--- src/rtl/trap_eval.sv ---
`timescale 1ns/1ps
module trap_eval #(
  parameter int DATA_W = 32,
  parameter int IMM_W  = 16,
  parameter int REL_W  = 5
) (
  input  logic              clk,
  input  logic              rst_n,
  input  logic              valid_i,
  input  logic              use_imm_i,
  input  logic [DATA_W-1:0] src_a_i,
  input  logic [DATA_W-1:0] src_b_i,
  input  logic [IMM_W-1:0]  imm_i,
  input  logic [REL_W-1:0]  sel_i,
  output logic              trap_o,
  output logic [REL_W-1:0]  rel_o
);
  localparam int EXT_W = DATA_W - IMM_W;

  logic [DATA_W-1:0] opnd_b;
  logic              is_eq, is_ult, is_slt;
  logic [REL_W-1:0]  rel_now;

  assign opnd_b  = use_imm_i ? {{EXT_W{imm_i[IMM_W-1]}}, imm_i} : src_b_i;
  assign is_eq   = (src_a_i == opnd_b);
  assign is_ult  = (src_a_i < opnd_b);
  assign is_slt  = ($signed(src_a_i) < $signed(opnd_b));
  assign rel_now = {is_slt, ~is_slt & ~is_eq, is_eq, is_ult, ~is_ult & ~is_eq};

  always_ff @(posedge clk or negedge rst_n) begin
    if (!rst_n) begin
      trap_o <= 1'b0;
      rel_o  <= '0;
    end else begin
      trap_o <= valid_i & (|(rel_now & sel_i));
      if (valid_i) rel_o <= rel_now;
    end
  end
endmodule


--- config.mk ---
export PLATFORM = sky130hd
export DESIGN_NAME = trap_eval
export DESIGN_NICKNAME = d
export VERILOG_FILES = /design/src/rtl/trap_eval.sv
export SDC_FILE = /design/constraint.sdc
export NUM_CORES = 1
export LEC_CHECK = 0
export ABC_AREA = 1
export BUFFER_PORTS_ARGS = -buffer_cell sky130_fd_sc_hd__buf_2
export CAP_MARGIN = 20
export CORE_MARGIN = 2
export CORE_UTILIZATION = 45
export CTS_CLUSTER_SIZE = 20
export DETAILED_ROUTE_END_ITERATION = 10
export GPL_ROUTABILITY_DRIVEN = 0
export GPL_TIMING_DRIVEN = 0
export PLACE_DENSITY_LB_ADDON = 0.12
export REMOVE_ABC_BUFFERS = 1
export SYNTH_ARGS = -nofsm -noshare
export SYNTH_HDL_FRONTEND = slang
export SYNTH_SLANG_ARGS = --single-unit
export TNS_END_PERCENT = 20
--- constraint.sdc ---
create_clock -name clk -period 1.4 [get_ports clk]
set_input_delay 0.07 -clock clk [delete_from_list [all_inputs] [get_ports clk]]
set_output_delay 0.07 -clock clk [all_outputs]
set_load 0.005 [all_outputs]
==> impl_metrics.prom <==
# TYPE chip_impl_metric gauge
chip_impl_metric{name="irDropWorstVdd",unit="mV"} 0.688
chip_impl_metric{name="final_cells",unit=""} 324
chip_impl_metric{name="drt_pass1_iterations",unit=""} 4
chip_impl_metric{name="finish.net_count",unit=""} 416
chip_impl_metric{name="p_sw",unit="W"} 0.000411
chip_impl_info{name="violations_in_the_final_reports",value="setup timing"} 1
chip_impl_info{name="hold_start",value="sel_i[3]"} 1
chip_impl_metric{name="route.vias.total",unit=""} 1616
chip_impl_metric{name="final.setup.tns",unit="ns"} -0.653
chip_impl_metric{name="sequential_share_of_power",unit="%"} 20.4
chip_impl_metric{name="area_growth",unit="%"} 61.3
chip_impl_info{name="holdCritPathClass",value="input pin to register"} 1
chip_impl_info{name="tritoncts",value="yes"} 1
chip_impl_metric{name="cts_max_path_buffers",unit=""} 2
chip_impl_metric{name="cp.arrival",unit="ns"} 1.72
chip_impl_metric{name="grt-ovfl-total",unit=""} 0
chip_impl_info{name="startpoint_to_endpoint_class_of_the_critical_path",value="input pin to register"} 1
chip_impl_metric{name="grt_first_pass_wirelength",unit="mm"} 5.36
chip_impl_metric{name="share_comb_of_total_power",unit="%"} 64.5
chip_impl_metric{name="slew_viol_final",unit=""} 0
chip_impl_metric{name="antenna_violating_nets_post_route",unit=""} 0
chip_impl_metric{name="viasPerCell",unit=""} 4.99
chip_impl_metric{name="grt_antenna_before_repair",unit=""} 0
chip_impl_metric{name="yosysWarningCount",unit=""} 0
chip_impl_metric{name="syn_area_per_cell",unit="um2"} 6.84
chip_impl_info{name="timing.critical_path.to_type",value="register"} 1
chip_impl_metric{name="placed_cells",unit=""} 314
chip_impl_metric{name="die-height",unit="um"} 58.2
chip_impl_info{name="root_buffer",value="sky130_fd_sc_hd__clkbuf_4"} 1
chip_impl_metric{name="cap_violations",unit=""} 0
chip_impl_metric{name="number_of_cells_produced_by_synthesis",unit=""} 193
chip_impl_metric{name="worstPathMaxFanout",unit=""} 8
chip_impl_info{name="startpoint_type",value="input pin"} 1
chip_impl_metric{name="maxSlewHeadroom",unit="%"} 85.3
chip_impl_metric{name="grt_pass1_vias",unit=""} 1347
chip_impl_metric{name="power_switching_share",unit="%"} 39.2
chip_impl_metric{name="synth_sequential_area_ratio",unit="%"} 11.4
chip_impl_info{name="setup.worst_path.start",value="use_imm_i"} 1
chip_impl_metric{name="syn-cell-area",unit="mm2"} 0.00132
chip_impl_metric{name="internal_power",unit="W"} 0.000638
chip_impl_metric{name="drcViolationCount",unit=""} 0
chip_impl_metric{name="routed_wire_length_per_instance",unit="um"} 11.7
chip_impl_metric{name="overall_die_area",unit="mm2"} 0.00338
chip_impl_metric{name="worst_clock_skew",unit="ns"} 0
chip_impl_metric{name="power.leakage",unit="nW"} 1.19
chip_impl_metric{name="clockPowerShare",unit="%"} 15.1
chip_impl_info{name="result_of_the_run",value="complete, but fails checks"} 1
chip_impl_metric{name="fraction_of_layout_instances_using_a_drive_strength_above_1",unit="%"} 47.1
chip_impl_metric{name="cts_htree_levels",unit=""} 1
chip_impl_metric{name="tritoncts.num_buffers",unit=""} 3
chip_impl_metric{name="diodes",unit=""} 0
chip_impl_metric{name="die_width",unit="um"} 58.2
chip_impl_metric{name="grt.total_usage",unit="%"} 19.7
chip_impl_metric{name="core_region",unit="mm2"} 0.00278
chip_impl_metric{name="drtIter0Drc",unit=""} 25
chip_impl_metric{name="place_hpwl",unit="mm"} 2.68
chip_impl_metric{name="initial_core_util",unit="%"} 47.5
chip_impl_metric{name="final.period_utilization",unit="%"} 114
chip_impl_metric{name="worst_skew_pair.late_latency",unit="ns"} 0.24
chip_impl_metric{name="final_period_minus_worst_setup_slack",unit="ns"} 1.59
chip_impl_metric{name="report.final.setup_viol",unit=""} 5
chip_impl_metric{name="std_cell_rows",unit=""} 19
chip_impl_metric{name="yosys.area.top_type_share",unit="%"} 30.3
chip_impl_info{name="worstReg2RegStart",value="rel_o[1]$_DFFE_PN0P_"} 1
chip_impl_metric{name="top_level_ports",unit=""} 95
chip_impl_metric{name="final_critical_path_setup_slack",unit="ns"} -0.190
chip_impl_metric{name="number_of_endpoints_with_negative_hold_slack_in_the_final_report",unit=""} 0
chip_impl_metric{name="timing.fmax",unit="MHz"} 629
chip_impl_metric{name="total_power",unit="W"} 0.00105
chip_impl_metric{name="io_buffer_count",unit=""} 94
chip_impl_metric{name="largest_net_degree_at_the_start_of_global_routing",unit=""} 19
chip_impl_metric{name="postRouteWirelength",unit="mm"} 3.81
chip_impl_metric{name="ys_ff_latch",unit=""} 6
chip_impl_info{name="yosys-top-cells-area",value="sky130_fd_sc_hd__ha_1 30%, sky130_fd_sc_hd__nand2_1 15%, sky130_fd_sc_hd__a21oi_1 12%, sky130_fd_sc_hd__dfrtp_1 11%, sky130_fd_sc_hd__mux2i_1 11%"} 1
chip_impl_metric{name="worst_setup_hold_path_clk_slew",unit="ns"} 0.04
chip_impl_metric{name="power_density",unit="mW/mm2"} 492
chip_impl_metric{name="cts.sink_count",unit=""} 6
chip_impl_metric{name="critical_path_required",unit="ns"} 1.53
chip_impl_metric{name="synthDistinctLibCells",unit=""} 22
chip_impl_info{name="synthDominantAreaCellType",value="sky130_fd_sc_hd__ha_1"} 1
chip_impl_info{name="rsz0062_at_grt",value="true"} 1
chip_impl_metric{name="worst_pin_slew",unit="ns"} 0.217
## flip-flops by register name (all words and copies together), names as in the netlist
signal	flops
trap_o	1
rel_o	5
## critical path: stages
cell and delay (ns):
sky130_fd_sc_hd__buf_16 0.13, sky130_fd_sc_hd__nand2_8 0.13, sky130_fd_sc_hd__inv_8 0.06, sky130_fd_sc_hd__a21oi_2 0.10
sky130_fd_sc_hd__ha_1 0.24, sky130_fd_sc_hd__a21oi_1 0.15, sky130_fd_sc_hd__o21ai_0 0.13, sky130_fd_sc_hd__a21oi_1 0.17
sky130_fd_sc_hd__nand2_1 0.10, sky130_fd_sc_hd__nand2_2 0.10, sky130_fd_sc_hd__nand2_2 0.08, sky130_fd_sc_hd__nand2_2 0.08
sky130_fd_sc_hd__nand2_2 0.06, sky130_fd_sc_hd__nand3_1 0.07, sky130_fd_sc_hd__nand2_1 0.05
## stage by stage
step	setup slack, ns	hold slack (ns)	util [%]	instance area, um2
after floorplan	-0.382	-0.226	-	1300
after global placement	-1.22	-0.101	65.1	1810
after detailed placement	-1.22	-0.0995	65.1	1810
after CTS	-0.141	0.0603	70.4	1960
after global routing	-0.253	0.0730	76.6	2130
final	-0.190	0.0666	76.6	2130
## power groups by stage
stage	registers, W	logic [W]	clock network [W]
2_1_floorplan	0.000219	0.000325	0
3_3_place_gp	0.000216	0.000539	0
3_5_place_dp	0.000216	0.000546	0
4_1_cts	0.000214	0.000600	0.000166
5_1_grt	0.000216	0.000759	0.000175
6_report	0.000214	0.000677	0.000158
## final cells by class
| type | instances | area [um2] |
|---|---|---|
| multi-input combinational | 169 | 1250 |
| fill | 237 | 652 |
| timing repair buffer | 99 | 571 |
| sequential | 6 | 150 |
| inverter | 14 | 77.6 |
| tap | 31 | 38.8 |
| clock buffer | 3 | 22.5 |
| timing repair inverter | 2 | 22.5 |
## final timing paths
path,end,slack (ns),depth (start not counted)
worst min-delay path,trap_o$_DFF_PN0_,0.07,3
min in group asynchronous,rel_o[2]$_DFFE_PN0P_,0.17,2
worst max register to register,rel_o[1]$_DFFE_PN0P_,0.76,1
worst max-delay path,trap_o$_DFF_PN0_,-0.19,15
max in group asynchronous,rel_o[4]$_DFFE_PN0P_,1.09,2
worst min register to register,rel_o[3]$_DFFE_PN0P_,0.48,2
## cell families after synthesis
kind of cell             after synthesis  synth area share, %
AO/OA/AOI/OAI                         40                 16.2
adder cells (fa/ha/maj)               32                 30.3
buffers and inverters                 18                 5.31
flip-flops                             6                 11.4
multiplexers                          14                 10.6
AND/OR/NAND/NOR                       83                 26.2
## metal layers
layer,vias up,track usage (%),wire [um]
met4,0,2.99,6
met3,2,3.57,264
met5,-,0,0
met2,57,35.2,1850
li1,869,-,-
met1,688,25.0,1680
## repair_timing
item	in CTS	in global routing
hold buffers	1	0
setup endpoints to repair	6	6
pin swaps	16	20
gates cloned	1	3
resized for setup	27	18
endpoints found under the hold margin	6	0
buffers inserted	1	1
## cell usage after synthesis, drive strengths merged
library cell	instances
a21o	1
a21oi	32
buf	3
clkbuf	1
clkinv	2
dfrtp	6
ha	32
inv	12
mux2i	14
nand2	58
nand3	7
nand4	1
nor2	17
o21a	3
o21ai	4
## cell usage in the layout, fill, tap and decap left out, types with 3 or more instances in the layout
| cell type | n |
|---|---|
| sky130_fd_sc_hd__nand2_2 | 10 |
| sky130_fd_sc_hd__inv_2 | 3 |
| sky130_fd_sc_hd__inv_1 | 9 |
| sky130_fd_sc_hd__nor2_2 | 3 |
| sky130_fd_sc_hd__clkbuf_4 | 3 |
| sky130_fd_sc_hd__nand3_1 | 6 |
| sky130_fd_sc_hd__nand2_1 | 47 |
| sky130_fd_sc_hd__a21oi_4 | 4 |
| sky130_fd_sc_hd__nor2_1 | 12 |
| sky130_fd_sc_hd__ha_1 | 29 |
| sky130_fd_sc_hd__mux2i_1 | 14 |
| sky130_fd_sc_hd__dfrtp_1 | 6 |
| sky130_fd_sc_hd__o21a_1 | 3 |
| sky130_fd_sc_hd__buf_4 | 3 |
| sky130_fd_sc_hd__a21oi_1 | 22 |
| sky130_fd_sc_hd__ha_4 | 3 |
| sky130_fd_sc_hd__buf_2 | 92 |
| sky130_fd_sc_hd__a21oi_2 | 6 |
No activity file was read; power rests on OpenSTA's default activity.
